$ cat config.mk
export PLATFORM = sky130hd
export DESIGN_NAME = bin_clk_timer
export DESIGN_NICKNAME = d
export VERILOG_FILES = /design/src/rtl/ct_pkg.sv /design/src/rtl/ct_tap_counter.sv /design/src/rtl/ct_irq_flags.sv /design/src/rtl/ct_bus_regs.sv /design/src/rtl/bin_clk_timer.sv
export SDC_FILE = /design/constraint.sdc
export NUM_CORES = 1
export LEC_CHECK = 0
export BUFFER_PORTS_ARGS = -buffer_cell sky130_fd_sc_hd__buf_2
export CAP_MARGIN = 25
export CORE_MARGIN = 1.5
export CORE_UTILIZATION = 49
export DETAILED_ROUTE_END_ITERATION = 6
export GPL_TIMING_DRIVEN = 0
export PLACE_DENSITY = 0.83
export SYNTH_ARGS = -nofsm -noshare
export SYNTH_HDL_FRONTEND = slang
export SYNTH_SLANG_ARGS = --single-unit
export TNS_END_PERCENT = 50
$ cat constraint.sdc
create_clock -name clk -period 1.76 [get_ports clk]
set_input_delay 0.264 -clock clk [delete_from_list [all_inputs] [get_ports clk]]
set_output_delay 0.264 -clock clk [all_outputs]
set_load 0.01 [all_outputs]
$ cat src/rtl/ct_pkg.sv
package ct_pkg;
  localparam int CT_NTAP = 4;
  localparam int CT_DATA_W = 8;

  // flag/enable bit k watches counter bit CT_TAP_BIT[k]
  localparam int CT_TAP_BIT [CT_NTAP] = '{7, 6, 4, 2};

  typedef enum logic [1:0] {
    REG_CTRL   = 2'd0,
    REG_COUNT  = 2'd1,
    REG_IRQEN  = 2'd2,
    REG_IRQFLG = 2'd3
  } ct_reg_e;
endpackage

$ cat src/rtl/ct_tap_counter.sv
module ct_tap_counter #(
  parameter int CNT_W = 8
) (
  input  logic             clk,
  input  logic             rst,
  input  logic             tick_i,
  input  logic             run_i,
  input  logic             clr_i,
  output logic [CNT_W-1:0] cnt_o,
  output logic [CNT_W-1:0] fall_o
);
  logic             step;
  logic [CNT_W-1:0] carry;
  logic [CNT_W-1:0] cnt_q;

  assign step = tick_i & run_i & ~clr_i;

  // ripple carry chain: bit i falls when bits i..0 are all ones on a step
  assign carry[0] = cnt_q[0];
  generate
    for (genvar i = 1; i < CNT_W; i++) begin : g_carry
      assign carry[i] = carry[i-1] & cnt_q[i];
    end
    for (genvar i = 0; i < CNT_W; i++) begin : g_fall
      assign fall_o[i] = step & carry[i];
    end
  endgenerate

  always_ff @(posedge clk) begin
    if (rst || clr_i) cnt_q <= '0;
    else if (step)    cnt_q <= cnt_q + 1'b1;
  end

  assign cnt_o = cnt_q;
endmodule

$ cat src/rtl/ct_irq_flags.sv
module ct_irq_flags
  import ct_pkg::*;
#(
  parameter int CNT_W = 8,
  parameter int NTAP  = CT_NTAP
) (
  input  logic             clk,
  input  logic             rst,
  input  logic [CNT_W-1:0] fall_i,
  input  logic [NTAP-1:0]  clr_i,
  input  logic [NTAP-1:0]  en_i,
  output logic [NTAP-1:0]  flags_o,
  output logic [NTAP-1:0]  tap_fall_o,
  output logic             irq_o
);
  logic [NTAP-1:0] flags_q;
  logic [NTAP-1:0] flags_d;
  logic            irq_q;
  logic            unused_fall;

  generate
    for (genvar k = 0; k < NTAP; k++) begin : g_tap
      assign tap_fall_o[k] = fall_i[CT_TAP_BIT[k]];
    end
  endgenerate

  assign unused_fall = ^fall_i;

  // set has priority over write-1 clear
  assign flags_d = (flags_q & ~clr_i) | tap_fall_o;

  always_ff @(posedge clk) begin
    if (rst) begin
      flags_q <= '0;
      irq_q   <= 1'b0;
    end else begin
      flags_q <= flags_d;
      irq_q   <= |(flags_q & en_i);
    end
  end

  assign flags_o = flags_q;
  assign irq_o   = irq_q;
endmodule

$ cat src/rtl/ct_bus_regs.sv
module ct_bus_regs
  import ct_pkg::*;
#(
  parameter int              ADDR_W    = 16,
  parameter logic [ADDR_W-1:0] BASE_ADDR = 16'h5000,
  parameter int              CNT_W     = 8,
  parameter int              NTAP      = CT_NTAP
) (
  input  logic                 clk,
  input  logic                 rst,
  input  logic                 sel_i,
  input  logic                 we_i,
  input  logic [ADDR_W-1:0]    addr_i,
  input  logic [CT_DATA_W-1:0] wdata_i,
  input  logic [CNT_W-1:0]     cnt_i,
  input  logic [NTAP-1:0]      flags_i,
  output logic                 run_o,
  output logic                 cnt_clr_o,
  output logic [NTAP-1:0]      en_o,
  output logic [NTAP-1:0]      flag_clr_o,
  output logic [CT_DATA_W-1:0] rdata_o
);
  logic                 hit, wr, rd;
  ct_reg_e              idx;
  logic                 run_q;
  logic [NTAP-1:0]      en_q;
  logic [CT_DATA_W-1:0] rmux;
  logic [CT_DATA_W-1:0] rdata_q;
  logic                 unused_wdata_hi;

  assign hit = sel_i && (addr_i[ADDR_W-1:2] == BASE_ADDR[ADDR_W-1:2]);
  assign idx = ct_reg_e'(addr_i[1:0]);
  assign wr  = hit && we_i;
  assign rd  = hit && !we_i;

  assign unused_wdata_hi = ^wdata_i[CT_DATA_W-1:NTAP];

  assign cnt_clr_o  = wr && (idx == REG_CTRL) && wdata_i[1];
  assign flag_clr_o = (wr && (idx == REG_IRQFLG)) ? wdata_i[NTAP-1:0] : '0;

  always_ff @(posedge clk) begin
    if (rst) begin
      run_q <= 1'b0;
      en_q  <= '0;
    end else if (wr) begin
      if (idx == REG_CTRL)  run_q <= wdata_i[0];
      if (idx == REG_IRQEN) en_q  <= wdata_i[NTAP-1:0];
    end
  end

  always_comb begin
    rmux = '0;
    unique case (idx)
      REG_CTRL:   rmux[0]          = run_q;
      REG_COUNT:  rmux[CNT_W-1:0]  = cnt_i;
      REG_IRQEN:  rmux[NTAP-1:0]   = en_q;
      REG_IRQFLG: rmux[NTAP-1:0]   = flags_i;
      default:    rmux             = '0;
    endcase
  end

  always_ff @(posedge clk) begin
    if (rst)     rdata_q <= '0;
    else if (rd) rdata_q <= rmux;
    else         rdata_q <= '0;
  end

  assign run_o   = run_q;
  assign en_o    = en_q;
  assign rdata_o = rdata_q;
endmodule

$ cat src/rtl/bin_clk_timer.sv
module bin_clk_timer
  import ct_pkg::*;
#(
  parameter int                ADDR_W    = 16,
  parameter logic [ADDR_W-1:0] BASE_ADDR = 16'h5000,
  parameter int                CNT_W     = 8
) (
  input  logic              clk,
  input  logic              rst,
  input  logic              tick_i,
  input  logic              bus_sel_i,
  input  logic              bus_we_i,
  input  logic [ADDR_W-1:0] bus_addr_i,
  input  logic [7:0]        bus_wdata_i,
  output logic [7:0]        bus_rdata_o,
  output logic              irq_o
);
  localparam int NTAP = CT_NTAP;

  logic             run;
  logic             cnt_clr;
  logic [CNT_W-1:0] cnt;
  logic [CNT_W-1:0] fall_all;
  logic [NTAP-1:0]  tap_fall;
  logic [NTAP-1:0]  flags;
  logic [NTAP-1:0]  en;
  logic [NTAP-1:0]  flag_clr;

  ct_tap_counter #(.CNT_W(CNT_W)) u_cnt (
    .clk    (clk),
    .rst    (rst),
    .tick_i (tick_i),
    .run_i  (run),
    .clr_i  (cnt_clr),
    .cnt_o  (cnt),
    .fall_o (fall_all)
  );

  ct_irq_flags #(.CNT_W(CNT_W), .NTAP(NTAP)) u_flags (
    .clk        (clk),
    .rst        (rst),
    .fall_i     (fall_all),
    .clr_i      (flag_clr),
    .en_i       (en),
    .flags_o    (flags),
    .tap_fall_o (tap_fall),
    .irq_o      (irq_o)
  );

  ct_bus_regs #(
    .ADDR_W(ADDR_W), .BASE_ADDR(BASE_ADDR), .CNT_W(CNT_W), .NTAP(NTAP)
  ) u_regs (
    .clk        (clk),
    .rst        (rst),
    .sel_i      (bus_sel_i),
    .we_i       (bus_we_i),
    .addr_i     (bus_addr_i),
    .wdata_i    (bus_wdata_i),
    .cnt_i      (cnt),
    .flags_i    (flags),
    .run_o      (run),
    .cnt_clr_o  (cnt_clr),
    .en_o       (en),
    .flag_clr_o (flag_clr),
    .rdata_o    (bus_rdata_o)
  );
endmodule

After elaboration in Yosys (flattened, before gate mapping)

Cells that the tools add are included.

Bitwise logic cells: 20
Multiplexer cells: 3
$add $sub $neg: 1
Order comparisons: 0
Reduce and logical (&&, ||, !) cells: 14
Div/mod/pow operators: 0
Equal/unequal tests: 4
Shifts and indexed selects: 0
Multipliers: 0

Operator list:

| kind                                                               | number |
|---|---|
| 14-bit by 13-bit == test with 1-bit output (second input constant) | 1 |
| 1-bit bitwise AND                                                  | 13 |
| 3-bit one-hot mux with 3 select lines                              | 1 |
| 8-bit by 1-bit adder with 8-bit output (second input constant)     | 1 |
| 4-bit bitwise AND                                                  | 2 |
| 1-bit logical AND                                                  | 6 |
| 2-bit == test (second input constant)                              | 2 |
| 4-bit two-way mux                                                  | 1 |
| 4-bit NOT                                                          | 1 |
| 4-bit OR                                                           | 1 |
| 1-bit one-hot mux with 4 select lines                              | 1 |
| 2-bit AND reduction                                                | 2 |
| 4-bit OR reduction                                                 | 1 |
| 1-bit NOT                                                          | 3 |
| 3-bit OR reduction                                                 | 1 |
| 2-bit by 1-bit == test with 1-bit output (second input constant)   | 1 |
| 2-bit zero test                                                    | 1 |
| 2-bit OR reduction                                                 | 1 |
| 1-bit zero test                                                    | 1 |
| 1-bit logical OR                                                   | 1 |

Bits in writable memories: 0
Latch bits: 0
Input bits: 29
Register bits after elaboration: 26
Output and inout port bits: 9
Memories: 0
Bits in read-only memories: 0
Word-level logic and storage cells: 49

Longest topological paths before layout

Gate-level depths: netlist (run 1).

Word-level depth: 9
Mapped depth: 5
Gate-level depth less buffers: 5

Hierarchy

From an unflattened synthesis (run 1), not the netlist that was laid out.

Cell total of the unflattened synthesis: 149
Area, all modules: 1321.3 um2

Modules (own cells, without submodules):

| module         | cells each | area each (um2) | times used |
|---|---|---|---|
| ct_bus_regs    | 68         | 645.6           | 1 |
| ct_tap_counter | 57         | 465.4           | 1 |
| ct_irq_flags   | 24         | 210.2           | 1 |

Least setup slack after synthesis (run 1)

No wires, ideal clock.

Path type: input to register
Start point: input port bus_addr_i[7]
End point: register u_flags.flags_q[2] (netlist: u_flags.flags_o[2])
Path slack: 443 ps
Path buffers: 1
Data required time: 1643 ps
Cell stages on the path: 5
Arrival time: 1200 ps
Setup time: 117 ps
Path through: nor4b_4 > and4_1 > buf_2 > nand3_1 > a22o_1

Cells in the longest elaborated chain, start to end: 9
Elaborated cells on any way between the ends: 13
Those cells by class: 1 x eq/ne; 1 x mux; 6 x bitwise; 5 x reduce/logical

Ends and longest elaborated chain:

| element                                      | line                 | RTL |
|---|---|---|
| from (decl)                                  | bin_clk_timer.sv:13  | `input logic [ADDR_W-1:0] bus_addr_i,` |
| 14-bit by 13-bit == test with 1-bit output * | ct_bus_regs.sv:31    | `assign hit = sel_i && (addr_i[ADDR_W-1:2] == BASE_ADDR[ADDR_W-1:2]);` |
| 1-bit logical AND *                          | ct_bus_regs.sv:31    |  |
| 1-bit logical AND *                          | ct_bus_regs.sv:33    | `assign wr = hit && we_i;` |
| 1-bit logical AND (2 in a row)               | ct_bus_regs.sv:38    | `assign cnt_clr_o = wr && (idx == REG_CTRL) && wdata_i[1];` |
| 1-bit NOT                                    | ct_tap_counter.sv:16 | `assign step = tick_i & run_i & ~clr_i;` |
| 1-bit bitwise AND                            | ct_tap_counter.sv:16 |  |
| 1-bit bitwise AND                            | ct_tap_counter.sv:25 | `assign fall_o[i] = step & carry[i];` |
| 4-bit OR *                                   | ct_irq_flags.sv:30   | `assign flags_d = (flags_q & ~clr_i) \| tap_fall_o;` |
| to (signal assigned)                         | ct_irq_flags.sv:37   | `flags_q <= flags_d;` |
| to (decl)                                    | ct_irq_flags.sv:16   | `logic [NTAP-1:0] flags_q;` |

Every way passes the cells marked *; elsewhere a longest branch is shown, timed or not.
A chain may end at the register's enable or synchronous reset.

Worst setup path after layout (run 1)

Start point: register u_cnt.cnt_q[0] (netlist: u_cnt.cnt_o[0])
End point: register u_flags.flags_q[0] (netlist: u_flags.flags_o[0])

Cells in the longest elaborated chain, start to end: 9

Ends and longest elaborated chain:

| element                        | line                 | RTL |
|---|---|---|
| from (decl)                    | ct_tap_counter.sv:14 | `logic [CNT_W-1:0] cnt_q;` |
| from (signal assigned)         | ct_tap_counter.sv:31 | `else if (step) cnt_q <= cnt_q + 1'b1;` |
| 1-bit bitwise AND (7 in a row) | ct_tap_counter.sv:22 | `assign carry[i] = carry[i-1] & cnt_q[i];` |
| 1-bit bitwise AND              | ct_tap_counter.sv:25 |  |
| 4-bit OR                       | ct_irq_flags.sv:30   |  |

No other way between the ends.

==> impl_summary.log, run 1 <==
INFO  metric run_status = completed
INFO  metric cts_stage_hold_buffer_count = 0
INFO  metric maximum_capacitance_violations = 0
INFO  metric grt_antenna_before_repair = 0
INFO  metric layout_commonest_cell = buf_2
INFO  metric dominant_register_cell_in_the_synthesized_netlist = dfxtp_1
INFO  metric ctsHtreeMaxLevel = 1
INFO  metric clockRootBuffer = clkbuf_4
INFO  metric routedWlPerCell = 13.64 microns
INFO  metric nNetsFinal = 196
INFO  metric power.leakage = 0.5944 nW
INFO  metric finalSetupViolCount = 0
INFO  metric grtUsageTotal = 22.62%
INFO  metric final-instance-count-excl-fill = 192
INFO  metric synthesis.instances = 128
INFO  metric firstDrtPassIters = 4
INFO  metric wl_met2 = 1.306 mm
INFO  metric tritoncts_clock_tree = done
INFO  metric grt_start_max_net_pins = 15
INFO  metric place.detailed.hpwl = 2.095 mm
INFO  metric worst_hold_path_type = in2reg
INFO  metric worst-endpoint-arrival = 1.65 ns
INFO  metric io_buffer_count = 32
INFO  metric final.setup_skew = 0.007799 ns
INFO  metric power = 0.0009567 W
INFO  metric wp_data_required = 2.05 ns
INFO  metric die_area = 2757 sq um
INFO  metric most-common-layout-cells = buf_2 (34), dfxtp_1 (26), nor2_1 (15)
INFO  metric post_synth_xor_area_fraction = 4.375%
INFO  metric setup.worst_path.class = reg2reg
INFO  metric place_worst_setup_slack = 0.1775 ns
INFO  metric drt_drc_violations_left = 0
INFO  metric floorplan.die.width = 52.51 microns
INFO  metric finalCoreUtilization = 63.54%
INFO  metric max_freq = 0.7323 GHz
INFO  metric share_of_cell_area_taken_by_muxes_after_synthesis = 4.687%
INFO  metric totalNegativeSetupSlack = 0 ns
INFO  metric routed_wl = 2.619 mm
INFO  metric grt.overflow.total = 0
INFO  metric hold_viol_final = 0
INFO  metric post_route_cells_drive_above_1_share = 31.71%
INFO  metric seq_area_frac_synth = 43.33%
INFO  metric synth-warning-count = 0
INFO  metric vias = 1,101
INFO  metric async_flop_share = 0%
INFO  metric ys_seq_elements = 26
INFO  metric top_signal_layer_used = met4
INFO  metric worst_setup_path_end_kind = flop
INFO  metric tightest_slew = 0.4513 ns
INFO  metric synth.distinct_cells = 33
INFO  metric timing.slew.headroom = 69.91%
INFO  metric fillers = 219
INFO  metric sum_of_routed_wire_segments_on_met1 = 1.061 mm
INFO  metric start_kind = flop
INFO  metric synth-simple-area-share = 30.52%
INFO  metric route.antenna.remaining_nets = 0
INFO  metric dr_wl_met3 = 166 microns
INFO  metric total_nets_after_synthesis = 159
INFO  metric number_of_cells_in_the_design_after_placement = 188
INFO  metric path_max_fanout = 4
INFO  metric power_per_cell_area = 667.8 nW/um^2
INFO  metric ctsResizeCount = 0
INFO  metric synth.top_cells.by_area = dfxtp_1 (43%), nand3_1 (5.0%), nor2_1 (4.7%)
INFO  metric report.final.slew_viol_count = 0
INFO  metric syn2layout_area_growth = 19.27%
INFO  metric cts_buffer_depth = 2
INFO  metric vias_per_cell = 5.734
INFO  metric crit_path_start = u_cnt.cnt_o[0]
INFO  metric antenna_cells_inserted = 0
INFO  metric dominant_combinational_cell_family_by_area_after_synthesis = simple AND/OR/NAND/NOR gates
INFO  metric synth_area_leader_cell = dfxtp_1
INFO  metric worst_skew_pair.late_latency = 0.33 ns
INFO  metric core_area = 2255 sq um
INFO  metric die-height = 52.51 microns
INFO  metric synth_edf_count = 0
INFO  metric rsz0062_at_grt = no
INFO  metric vias_in_the_first_global_route = 1,075
INFO  metric cts.repair_timing.setup_buffer_count = 0
INFO  metric cell_area_after_synthesis = 1201 sq um
INFO  metric grt_first_pass_wirelength = 4.560 mm
INFO  metric synth-compound-area-share = 13.54%
INFO  metric worstReg2RegStart = u_cnt.cnt_o[0]
INFO  metric syn_area_per_cell = 9.384 sq um
INFO  metric starting_density_of_the_core = 53.27%
INFO  metric row_count = 17
INFO  metric tritoncts_num_sinks = 26
INFO  metric cts_made_buffers = 3
INFO  metric holdCritStartpoint = bus_wdata_i[3]
INFO  metric fraction_of_post_synthesis_cell_area_in_the_top_cell_type_by_area = 43.33%
INFO  metric place_congestion = 0.8727
INFO  metric ir_worst_vdd = 371.3 uV
INFO  metric boundaryPins = 38
INFO  metric post_synth_fa_ha_maj_area_fraction = 2.083%
INFO  metric clk_transition_reported_paths = 0.14 ns
INFO  metric first_iter_violations = 35
INFO  metric min_period_over_period = 77.59%
INFO  metric setup_ws = 0.3945 ns
INFO  metric min_period = 1.366 ns
==> per-stage QoR <==
stage          area [sq um]  hold slack (ns)
2_1_floorplan          1201           0.4115
3_3_place_gp           1396           0.4808
3_5_place_dp           1396           0.4978
4_1_cts                1433           0.1827
5_1_grt                1433           0.2016
6_report               1433           0.1895
==> kinds of logic (layout without fill, tap and decap cells) <==
group | Yosys count | count (layout)
buf+inv | 4 | 40
mux | 4 | 4
compound gates | 25 | 25
xor+xnor | 6 | 6
simple gates | 61 | 61
fa+ha+maj | 2 | 2
flops | 26 | 26
==> worst paths after layout <==
| path | depth (start not counted) | endpoint | slack [ns] |
|---|---|---|---|
| worst max-delay path | 5 | u_flags.flags_o[0] | 0.39 |
| worst min-delay path | 3 | u_regs.en_o[3] | 0.19 |
| worst min register to register | 1 | u_regs.rdata_o[6] | 0.51 |
| worst max register to register | 5 | u_flags.flags_o[0] | 0.39 |
==> critical path: stages, from the launching register on <==
cell     delay [ns]
dfxtp_1        0.42
ha_1           0.23
ha_1           0.17
nand2_1        0.08
nor3_1         0.25
a31o_2         0.19
==> flip-flops by register name, summed over array words and instances (netlist names) <==
| name | flops |
|---|---|
| u_regs.en_o | 4 |
| u_flags.irq_o | 1 |
| u_regs.rdata_o | 8 |
| u_cnt.cnt_o | 8 |
| u_flags.flags_o | 4 |
| u_regs.run_o | 1 |
==> layer usage <==
layer | global-route usage [%] | vias up
li1 | - | 539
met1 | 27.63 | 506
met2 | 37.71 | 47
met3 | 3.714 | 9
met4 | 11.97 | 0
met5 | 0 | -
==> cell type report <==
class                           count  area, sq um  area share (%)
Timing Repair Buffer               32        160.2           11.18
Tap cell                           28        35.03           2.445
Buffer                              3        13.76          0.9607
Clock buffer                        4        36.28           2.533
Sequential cell                    26        520.5           36.33
Inverter                            1        3.754          0.2620
Multi-Input combinational cell     98        663.1           46.29
==> synth_stat cells (2+ instances only) <==
library cell and count:
dfxtp_1 26, nor2_1 15, nand3_1 12, a21oi_1 8, nand2_1 8, a22oi_1 5, and2_1 5, and3_1 4
nor2b_1 4, o21ai_0 4, mux2_2 3, nor3_1 3, xnor2_1 3, xor2_1 3, a22o_1 2, a31o_2 2
a31oi_1 2, buf_2 2, ha_1 2, nand4_1 2
==> report_power, final <==
group	total, W	internal [W]	switching (W)
sequential	0.000589	0.000589	0.000000000616
combinational	0.0000669	0.0000300	0.0000369
clock	0.000301	0.000127	0.000175
Note: power is estimated with default switching activity, not from simulation.
==> inputs of run 2 (changes only) <==
--- a/config.mk
+++ b/config.mk
@@ -5,13 +5,14 @@
 export SDC_FILE = /design/constraint.sdc
 export NUM_CORES = 1
 export LEC_CHECK = 0
+export ABC_AREA = 1
 export BUFFER_PORTS_ARGS = -buffer_cell sky130_fd_sc_hd__buf_2
 export CAP_MARGIN = 25
 export CORE_MARGIN = 1.5
-export CORE_UTILIZATION = 49
+export CORE_UTILIZATION = 51
 export DETAILED_ROUTE_END_ITERATION = 6
 export GPL_TIMING_DRIVEN = 0
-export PLACE_DENSITY = 0.83
+export PLACE_DENSITY = 0.85
 export SYNTH_ARGS = -nofsm -noshare
 export SYNTH_HDL_FRONTEND = slang
 export SYNTH_SLANG_ARGS = --single-unit
==> constraint.sdc (replaced) <==
create_clock -name clk -period 1.3 [get_ports clk]
set_input_delay 0.195 -clock clk [delete_from_list [all_inputs] [get_ports clk]]
set_output_delay 0.195 -clock clk [all_outputs]
set_load 0.01 [all_outputs]
==> impl_summary.log, run 2 <==
INFO  metric final.setup_skew = 0.003796 ns (was 0.007799 ns)
INFO  metric grt_first_pass_wirelength = 4.836 mm (was 4.560 mm)
INFO  metric async_flop_share = 0% (unchanged)
INFO  metric syn2layout_area_growth = 22.84% (was 19.27%)
INFO  metric multiInputGateArea = 742.0 sq um (was 663.1 sq um)
INFO  metric row_count = 18 (was 17)
INFO  metric io_buffer_count = 33 (was 32)
INFO  metric timing.slew.headroom = 74.87% (was 69.91%)
INFO  metric die-height = 54.09 microns (was 52.51 microns)
INFO  metric run_status = completed (unchanged)
INFO  metric worst_skew_pair.late_latency = 0.32 ns (was 0.33 ns)
INFO  metric power_per_cell_area = 749.7 nW/um^2 (was 667.8 nW/um^2)
INFO  metric maximum_capacitance_violations = 0 (unchanged)
INFO  metric fillers = 216 (was 219)
INFO  metric grt.overflow.total = 0 (unchanged)
INFO  metric holdCritStartpoint = bus_wdata_i[2] (was bus_wdata_i[3])
INFO  metric setup.worst_path.class = reg2reg (unchanged)
INFO  metric max_freq = 0.8231 GHz (was 0.7323 GHz)
INFO  metric cts_made_buffers = 3 (unchanged)
INFO  metric tightest_slew = 0.3755 ns (was 0.4513 ns)
INFO  metric total_nets_after_synthesis = 209 (was 159)
INFO  metric clk_transition_reported_paths = 0.13 ns (was 0.14 ns)
INFO  metric cell_area_after_synthesis = 1331 sq um (was 1201 sq um)
INFO  metric core_area = 2477 sq um (was 2255 sq um)
INFO  metric cellInternalPower = 0.0009455 W (was 0.0007453 W)
INFO  metric grtUsageTotal = 22.47% (was 22.62%)
INFO  metric route.antenna.remaining_nets = 0 (unchanged)
INFO  metric vias_per_cell = 5.304 (was 5.734)
INFO  metric seq_area_frac_synth = 39.10% (was 43.33%)
INFO  metric grt_start_max_net_pins = 14 (was 15)
INFO  metric post_route_cells_drive_above_1_share = 33.64% (was 31.71%)
INFO  metric setup_ws = 0.08510 ns (was 0.3945 ns)
INFO  metric vias = 1,310 (was 1,101)
INFO  metric post-synth-top-count-cell = nand2_1 (was dfxtp_1)
INFO  metric most-common-layout-cells = nand2_1 (34), nor2_1 (33), buf_2 (33) (was buf_2 (34), dfxtp_1 (26), nor2_1 (15))
INFO  metric worstReg2RegStart = u_cnt.cnt_o[0] (unchanged)
INFO  metric min_period_over_period = 93.45% (was 77.59%)
INFO  metric worst_setup_path_end_kind = flop (unchanged)
INFO  metric seq_area = 525.5 sq um (was 520.5 sq um)
INFO  metric netlist_top_cells_count = nand2_1 (35), nor2_1 (33), dfxtp_1 (26), inv_1 (24), a21oi_1 (7) (was dfxtp_1 (26), nor2_1 (15), nand3_1 (12), a21oi_1 (8), nand2_1 (8))
INFO  metric routedWlPerCell = 11.74 microns (was 13.64 microns)
INFO  metric worst-endpoint-arrival = 1.47 ns (was 1.65 ns)
INFO  metric worst_path_largest_cell_delay = 0.38 ns (was 0.42 ns)
INFO  metric start_kind = flop (unchanged)
INFO  metric tritoncts_num_sinks = 26 (unchanged)
INFO  metric drt_drc_violations_left = 0 (unchanged)
INFO  metric timing.critical_path.cells = ha_4, ha_4, nand3_2, nor3_2, nand3_1, a21oi_1 (was ha_1, ha_1, nand2_1, nor3_1, a31o_2)
INFO  metric holdWs = 0.1157 ns (was 0.1895 ns)
INFO  metric place_worst_setup_slack = -0.09675 ns (was 0.1775 ns)
INFO  metric synth-warning-count = 0 (unchanged)
INFO  metric syn_area_per_cell = 7.479 sq um (was 9.384 sq um)
INFO  metric ys_seq_elements = 26 (unchanged)
INFO  metric wp_data_required = 1.56 ns (was 2.05 ns)
INFO  metric first_iter_violations = 64 (was 35)
INFO  metric fraction_of_post_synthesis_cell_area_in_the_top_cell_type_by_area = 39.10% (was 43.33%)
INFO  metric power.share.switching = 22.88% (was 22.10%)
INFO  metric tritoncts_clock_tree = done (unchanged)
INFO  metric finalSetupViolCount = 0 (unchanged)
INFO  metric dominant_register_cell_in_the_synthesized_netlist = dfxtp_1 (unchanged)
INFO  metric die_area = 2926 sq um (was 2757 sq um)
INFO  metric ir_worst_vdd = 543.9 uV (was 371.3 uV)
INFO  metric routed_wl = 2.900 mm (was 2.619 mm)
INFO  metric starting_density_of_the_core = 53.74% (was 53.27%)
INFO  metric rsz0062_at_grt = no (unchanged)
INFO  metric path_max_fanout = 3 (was 4)
INFO  metric synth.distinct_cells = 27 (was 33)
INFO  metric combinational_share_of_power = 8.0% (was 7.0%)
INFO  metric report.final.slew_viol_count = 0 (unchanged)
INFO  metric cts_buffer_depth = 2 (unchanged)
INFO  metric min_period = 1.215 ns (was 1.366 ns)
INFO  metric hold_viol_final = 0 (unchanged)
INFO  metric cts_stage_hold_buffer_count = 0 (unchanged)
INFO  metric place.detailed.hpwl = 2.096 mm (was 2.095 mm)
INFO  metric hold-path-cell-count = 3 (unchanged)
INFO  metric nNetsFinal = 250 (was 196)
INFO  metric critical_path.slowest_cell = dfxtp_2 (was dfxtp_1)
INFO  metric power.sequential.fraction = 65.0% (was 61.5%)
INFO  metric place_congestion = 0.8972 (was 0.8727)
INFO  metric ff2ff_path_depth = 6 (was 5)
INFO  metric vias_in_the_first_global_route = 1,187 (was 1,075)
INFO  metric ctsHtreeMaxLevel = 1 (unchanged)
INFO  metric floorplan.die.width = 54.09 microns (was 52.51 microns)
INFO  metric clockRootBuffer = clkbuf_4 (unchanged)
INFO  metric synth.top_cells.by_area = dfxtp_1 (39%), nand2_1 (9.9%), nor2_1 (9.3%) (was dfxtp_1 (43%), nand3_1 (5.0%), nor2_1 (4.7%))
INFO  metric boundaryPins = 38 (unchanged)
INFO  metric layout_commonest_cell = nand2_1 (was buf_2)
INFO  metric cp_common_cell = ha_4 (was ha_1)
INFO  metric pwr-share-clk = 27.1% (was 31.5%)
INFO  metric power_switching = 0.0002805 W (was 0.0002114 W)
INFO  metric grt_antenna_before_repair = 0 (unchanged)
INFO  metric worst_hold_path_type = in2reg (unchanged)
INFO  metric synth_area_leader_cell = dfxtp_1 (unchanged)
INFO  metric synthesis.instances = 178 (was 128)
INFO  metric power.leakage = 0.7543 nW (was 0.5944 nW)
INFO  metric crit_path_start = u_cnt.cnt_o[0] (unchanged)
INFO  metric antenna_cells_inserted = 0 (unchanged)
INFO  metric firstDrtPassIters = 4 (unchanged)
INFO  metric synth_edf_count = 0 (unchanged)
-- run 2: changes by cell type after synthesis, sizes merged, moves of 5 or more --
| cell | delta |
|---|---|
| and2 | -5 |
| o211ai | +6 |
| a22oi | -5 |
| nor2 | +21 |
| inv | +24 |
| nand2 | +32 |
-- run 2: worst paths after layout --
path                                      endpoint  slack [ns]
worst max-delay path            u_flags.flags_o[0]        0.09
worst min-delay path                u_regs.en_o[2]        0.12
worst max register to register  u_flags.flags_o[0]        0.09
worst min register to register  u_flags.flags_o[1]        0.49
-- run 2: timing repair --
action                                 4_1_cts  5_1_grt
endpoints found under the hold margin        0        0
setup endpoints to repair                    3       11
setup buffers                                3        0
resized for setup                            8        6
pin swaps                                    2        2
-- run 2: kinds of logic after synthesis --
logic type	after synthesis	share of synthesized area (%)
buffers and inverters	28	8.834
adders and majority gates	2	1.879
AOI/OAI and AO/OA	23	12.88
xor gates and xnor gates	5	3.289
DFF	26	39.10
and+or+nand+nor	94	34.02
-- run 2: layout make-up --
type                            instances  share of cell area (%)
Multi-Input combinational cell        124                   45.37
Sequential cell                        26                   32.13
Timing Repair Buffer                   36                   11.48
Inverter                               25                   5.738
Tap cell                               30                   2.295
Buffer                                  3                   1.607
Clock buffer                            3                   1.377
-- run 2: power by group through the flow --
stage | Combinational, W | Clock (W) | Sequential (W)
6_report | 0.0000977 | 0.000332 | 0.000796
5_1_grt | 0.000111 | 0.000367 | 0.000797
4_1_cts | 0.0000968 | 0.000331 | 0.000797
3_5_place_dp | 0.0000965 | 0 | 0.000814
3_3_place_gp | 0.0000931 | 0 | 0.000814
2_1_floorplan | 0.0000406 | 0 | 0.000814
-- run 2: metal layers --
layer	vias to the layer above	wire, microns	track usage, %
met4	0	50	7.083
met2	66	1393	38.82
met3	12	227	3.333
li1	653	-	-
met1	579	1229	28.60
met5	-	0	0
-- run 2: metrics by stage --
stage	area, sq um	utilization [%]	TNS (ns)	total power (W)	cells
floorplan	1331	-	0	0.0008549	178
global placement	1534	61.92	-0.4860	0.0009075	241
detailed placement	1534	61.92	-0.8865	0.0009108	241
CTS	1617	65.25	0	0.001224	247
global route	1635	66.01	0	0.001276	247
finish	1635	66.01	0	0.001226	247
-- run 2: critical path: cells and delay by family (launching register included) --
family | cells | cell delay, ns
DFF | 1 | 0.38
AOI/OAI and AO/OA | 1 | 0.13
and+or+nand+nor | 3 | 0.36
adders and majority gates | 2 | 0.28
==> inputs of run 3 (changes only) <==
--- a/config.mk
+++ b/config.mk
@@ -13,6 +13,7 @@
 export DETAILED_ROUTE_END_ITERATION = 6
 export GPL_TIMING_DRIVEN = 0
 export PLACE_DENSITY = 0.85
+export RECOVER_POWER = 25
 export SYNTH_ARGS = -nofsm -noshare
 export SYNTH_HDL_FRONTEND = slang
 export SYNTH_SLANG_ARGS = --single-unit
==> constraint.sdc (replaced) <==
create_clock -name clk -period 1.3 [get_ports clk]
set_input_delay 0.065 -clock clk [delete_from_list [all_inputs] [get_ports clk]]
set_output_delay 0.065 -clock clk [all_outputs]
set_load 0.01 [all_outputs]
==> impl_summary.log, run 3 (synthesized netlist as in run 2, its figures left out) <==
INFO  metric run_status = completed (unchanged)
INFO  metric worst_setup_path_end_kind = flop (unchanged)
INFO  metric first_iter_violations = 55 (was 64)
INFO  metric die-height = 54.09 microns (unchanged)
INFO  metric number_of_cells_in_the_design_after_placement = 241 (unchanged)
INFO  metric tritoncts_clock_tree = done (unchanged)
INFO  metric drt_drc_violations_left = 0 (unchanged)
INFO  metric met3_usage = 3.333% (unchanged)
INFO  metric die_area = 2926 sq um (unchanged)
INFO  metric power.leakage = 0.7317 nW (was 0.7543 nW)
INFO  metric layout_commonest_cell = nand2_1 (unchanged)
INFO  metric tritoncts_num_sinks = 26 (unchanged)
INFO  metric vias_in_the_first_global_route = 1,195 (was 1,187)
INFO  metric core_area = 2477 sq um (unchanged)
INFO  metric clockRootBuffer = clkbuf_4 (unchanged)
INFO  metric place_worst_setup_slack = -0.09675 ns (unchanged)
INFO  metric met1_usage = 28.76% (was 28.60%)
INFO  metric grt_most_used_layer = met2 (unchanged)
INFO  metric max_freq = 0.8239 GHz (was 0.8231 GHz)
INFO  metric most-common-layout-cells = nand2_1 (34), nor2_1 (33), buf_2 (26) (was nand2_1 (34), nor2_1 (33), buf_2 (33))
INFO  metric tightest_slew = 0.3737 ns (was 0.3755 ns)
INFO  metric maximum_capacitance_violations = 0 (unchanged)
INFO  metric boundaryPins = 38 (unchanged)
INFO  metric path_max_fanout = 3 (unchanged)
INFO  metric min_period = 1.214 ns (was 1.215 ns)
INFO  metric floorplan.die.width = 54.09 microns (unchanged)
INFO  metric routedWlPerCell = 11.72 microns (was 11.74 microns)
INFO  metric setup_ws = 0.08632 ns (was 0.08510 ns)
INFO  metric timing.slew.headroom = 74.99% (was 74.87%)
INFO  metric grt.overflow.total = 0 (unchanged)
INFO  metric grt_start_max_net_pins = 14 (unchanged)
INFO  metric place.detailed.hpwl = 2.096 mm (unchanged)
INFO  metric worst_skew_pair.late_latency = 0.31 ns (was 0.32 ns)
INFO  metric grtUsageTotal = 22.70% (was 22.47%)
INFO  metric ir_worst_vdd = 540.4 uV (was 543.9 uV)
INFO  metric report.final.slew_viol_count = 0 (unchanged)
INFO  metric clk_transition_reported_paths = 0.13 ns (about the same)
INFO  metric power_per_cell_area = 746.9 nW/um^2 (was 749.7 nW/um^2)
INFO  metric nNetsFinal = 252 (was 250)
INFO  metric vias = 1,321 (was 1,310)
INFO  metric final-instance-count-excl-fill = 249 (was 247)
INFO  metric start_kind = flop (unchanged)
INFO  metric worst-endpoint-arrival = 1.47 ns (about the same)
INFO  metric grt_antenna_before_repair = 0 (unchanged)
INFO  metric cts_buffer_depth = 2 (unchanged)
INFO  metric grt_first_pass_wirelength = 4.885 mm (was 4.836 mm)
INFO  metric worst_hold_path_type = in2reg (unchanged)
INFO  metric place_congestion = 0.8972 (unchanged)
INFO  metric row_count = 18 (unchanged)
INFO  metric setup.worst_path.class = reg2reg (unchanged)
INFO  metric holdWs = 0.01141 ns (was 0.1157 ns)
INFO  metric route.antenna.remaining_nets = 0 (unchanged)
INFO  metric routed_wl = 2.919 mm (was 2.900 mm)
INFO  metric cts_made_buffers = 3 (unchanged)
INFO  metric ctsHtreeMaxLevel = 1 (unchanged)
INFO  metric totalNegativeSetupSlack = 0 ns (unchanged)
INFO  metric rsz0062_at_grt = no (unchanged)
INFO  metric finalCoreUtilization = 66.46% (was 66.01%)
INFO  metric antenna_cells_inserted = 0 (unchanged)
INFO  metric post_route_cells_drive_above_1_share = 30.14% (was 33.64%)
INFO  metric hold_viol_final = 0 (unchanged)
INFO  metric final.setup_skew = 0.003169 ns (was 0.003796 ns)
INFO  metric grtUsageMet2 = 39.43% (was 38.82%)
INFO  metric wp_data_required = 1.56 ns (about the same)
INFO  metric io_buffer_count = 33 (unchanged)
INFO  metric syn2layout_area_growth = 23.68% (was 22.84%)
INFO  metric firstDrtPassIters = 4 (unchanged)
INFO  metric finalSetupViolCount = 0 (unchanged)
INFO  metric min_period_over_period = 93.36% (was 93.45%)
INFO  metric starting_density_of_the_core = 53.74% (unchanged)
INFO  metric vias_per_cell = 5.305 (was 5.304)
==> run 3: area by class of cell <==
class,count,area (sq um)
repair buffers,38,198.9
multi-input cells,124,742.0
flip-flops and latches,26,525.5
inverters,25,93.84
fillers,213,830.8
clock buffers,3,22.52
well taps,30,37.54
plain buffers,3,26.28
==> run 3: power by group <==
group / internal [W] / switching (W) / leakage, nW
logic: 0.0000444 / 0.0000576 / 0.507
clock network: 0.000108 / 0.000223 / 0.0138
registers: 0.000796 / 0.00000000247 / 0.211
total: 0.000949 / 0.000280 / 0.732
==> run 3: through the flow <==
step / instance area [sq um] / power [W]
floorplan: 1331 / 0.0008549
global placement: 1534 / 0.0009075
detailed placement: 1534 / 0.0009108
CTS: 1627 / 0.001227
global route: 1647 / 0.001280
finish: 1647 / 0.001230
==> run 3: layer usage <==
metal  share of wire [%]  vias up
met5                   0        -
met4                 1.7        0
met3                 7.5       13
met2                  48       57
met1                  43      594
li1                    -      657
==> run 3: what timing repair did <==
item	CTS	global route
hold buffers	1	1
setup buffers	3	0
pin swaps	2	2
hold endpoints to repair	1	1
gates resized for setup	8	6
setup endpoints to repair	3	11
==> run 3: path summary, 6_finish.rpt <==
check	to	slack (ns)	depth (start not counted)	start
setup / recovery	u_flags.flags_o[0]	0.09	6	u_cnt.cnt_o[0]
hold / removal	u_regs.en_o[3]	0.01	3	bus_wdata_i[3]
setup reg to reg	u_flags.flags_o[0]	0.09	6	u_cnt.cnt_o[0]
hold reg to reg	u_flags.flags_o[1]	0.50	2	u_flags.flags_o[1]
==> run 3: critical path, cell delays in order, from the launching register on <==
cell and delay, ns:
dfxtp_2 0.38, ha_4 0.15, ha_4 0.13, nand3_2 0.09, nor3_2 0.16, nand3_1 0.11, a21oi_1 0.13
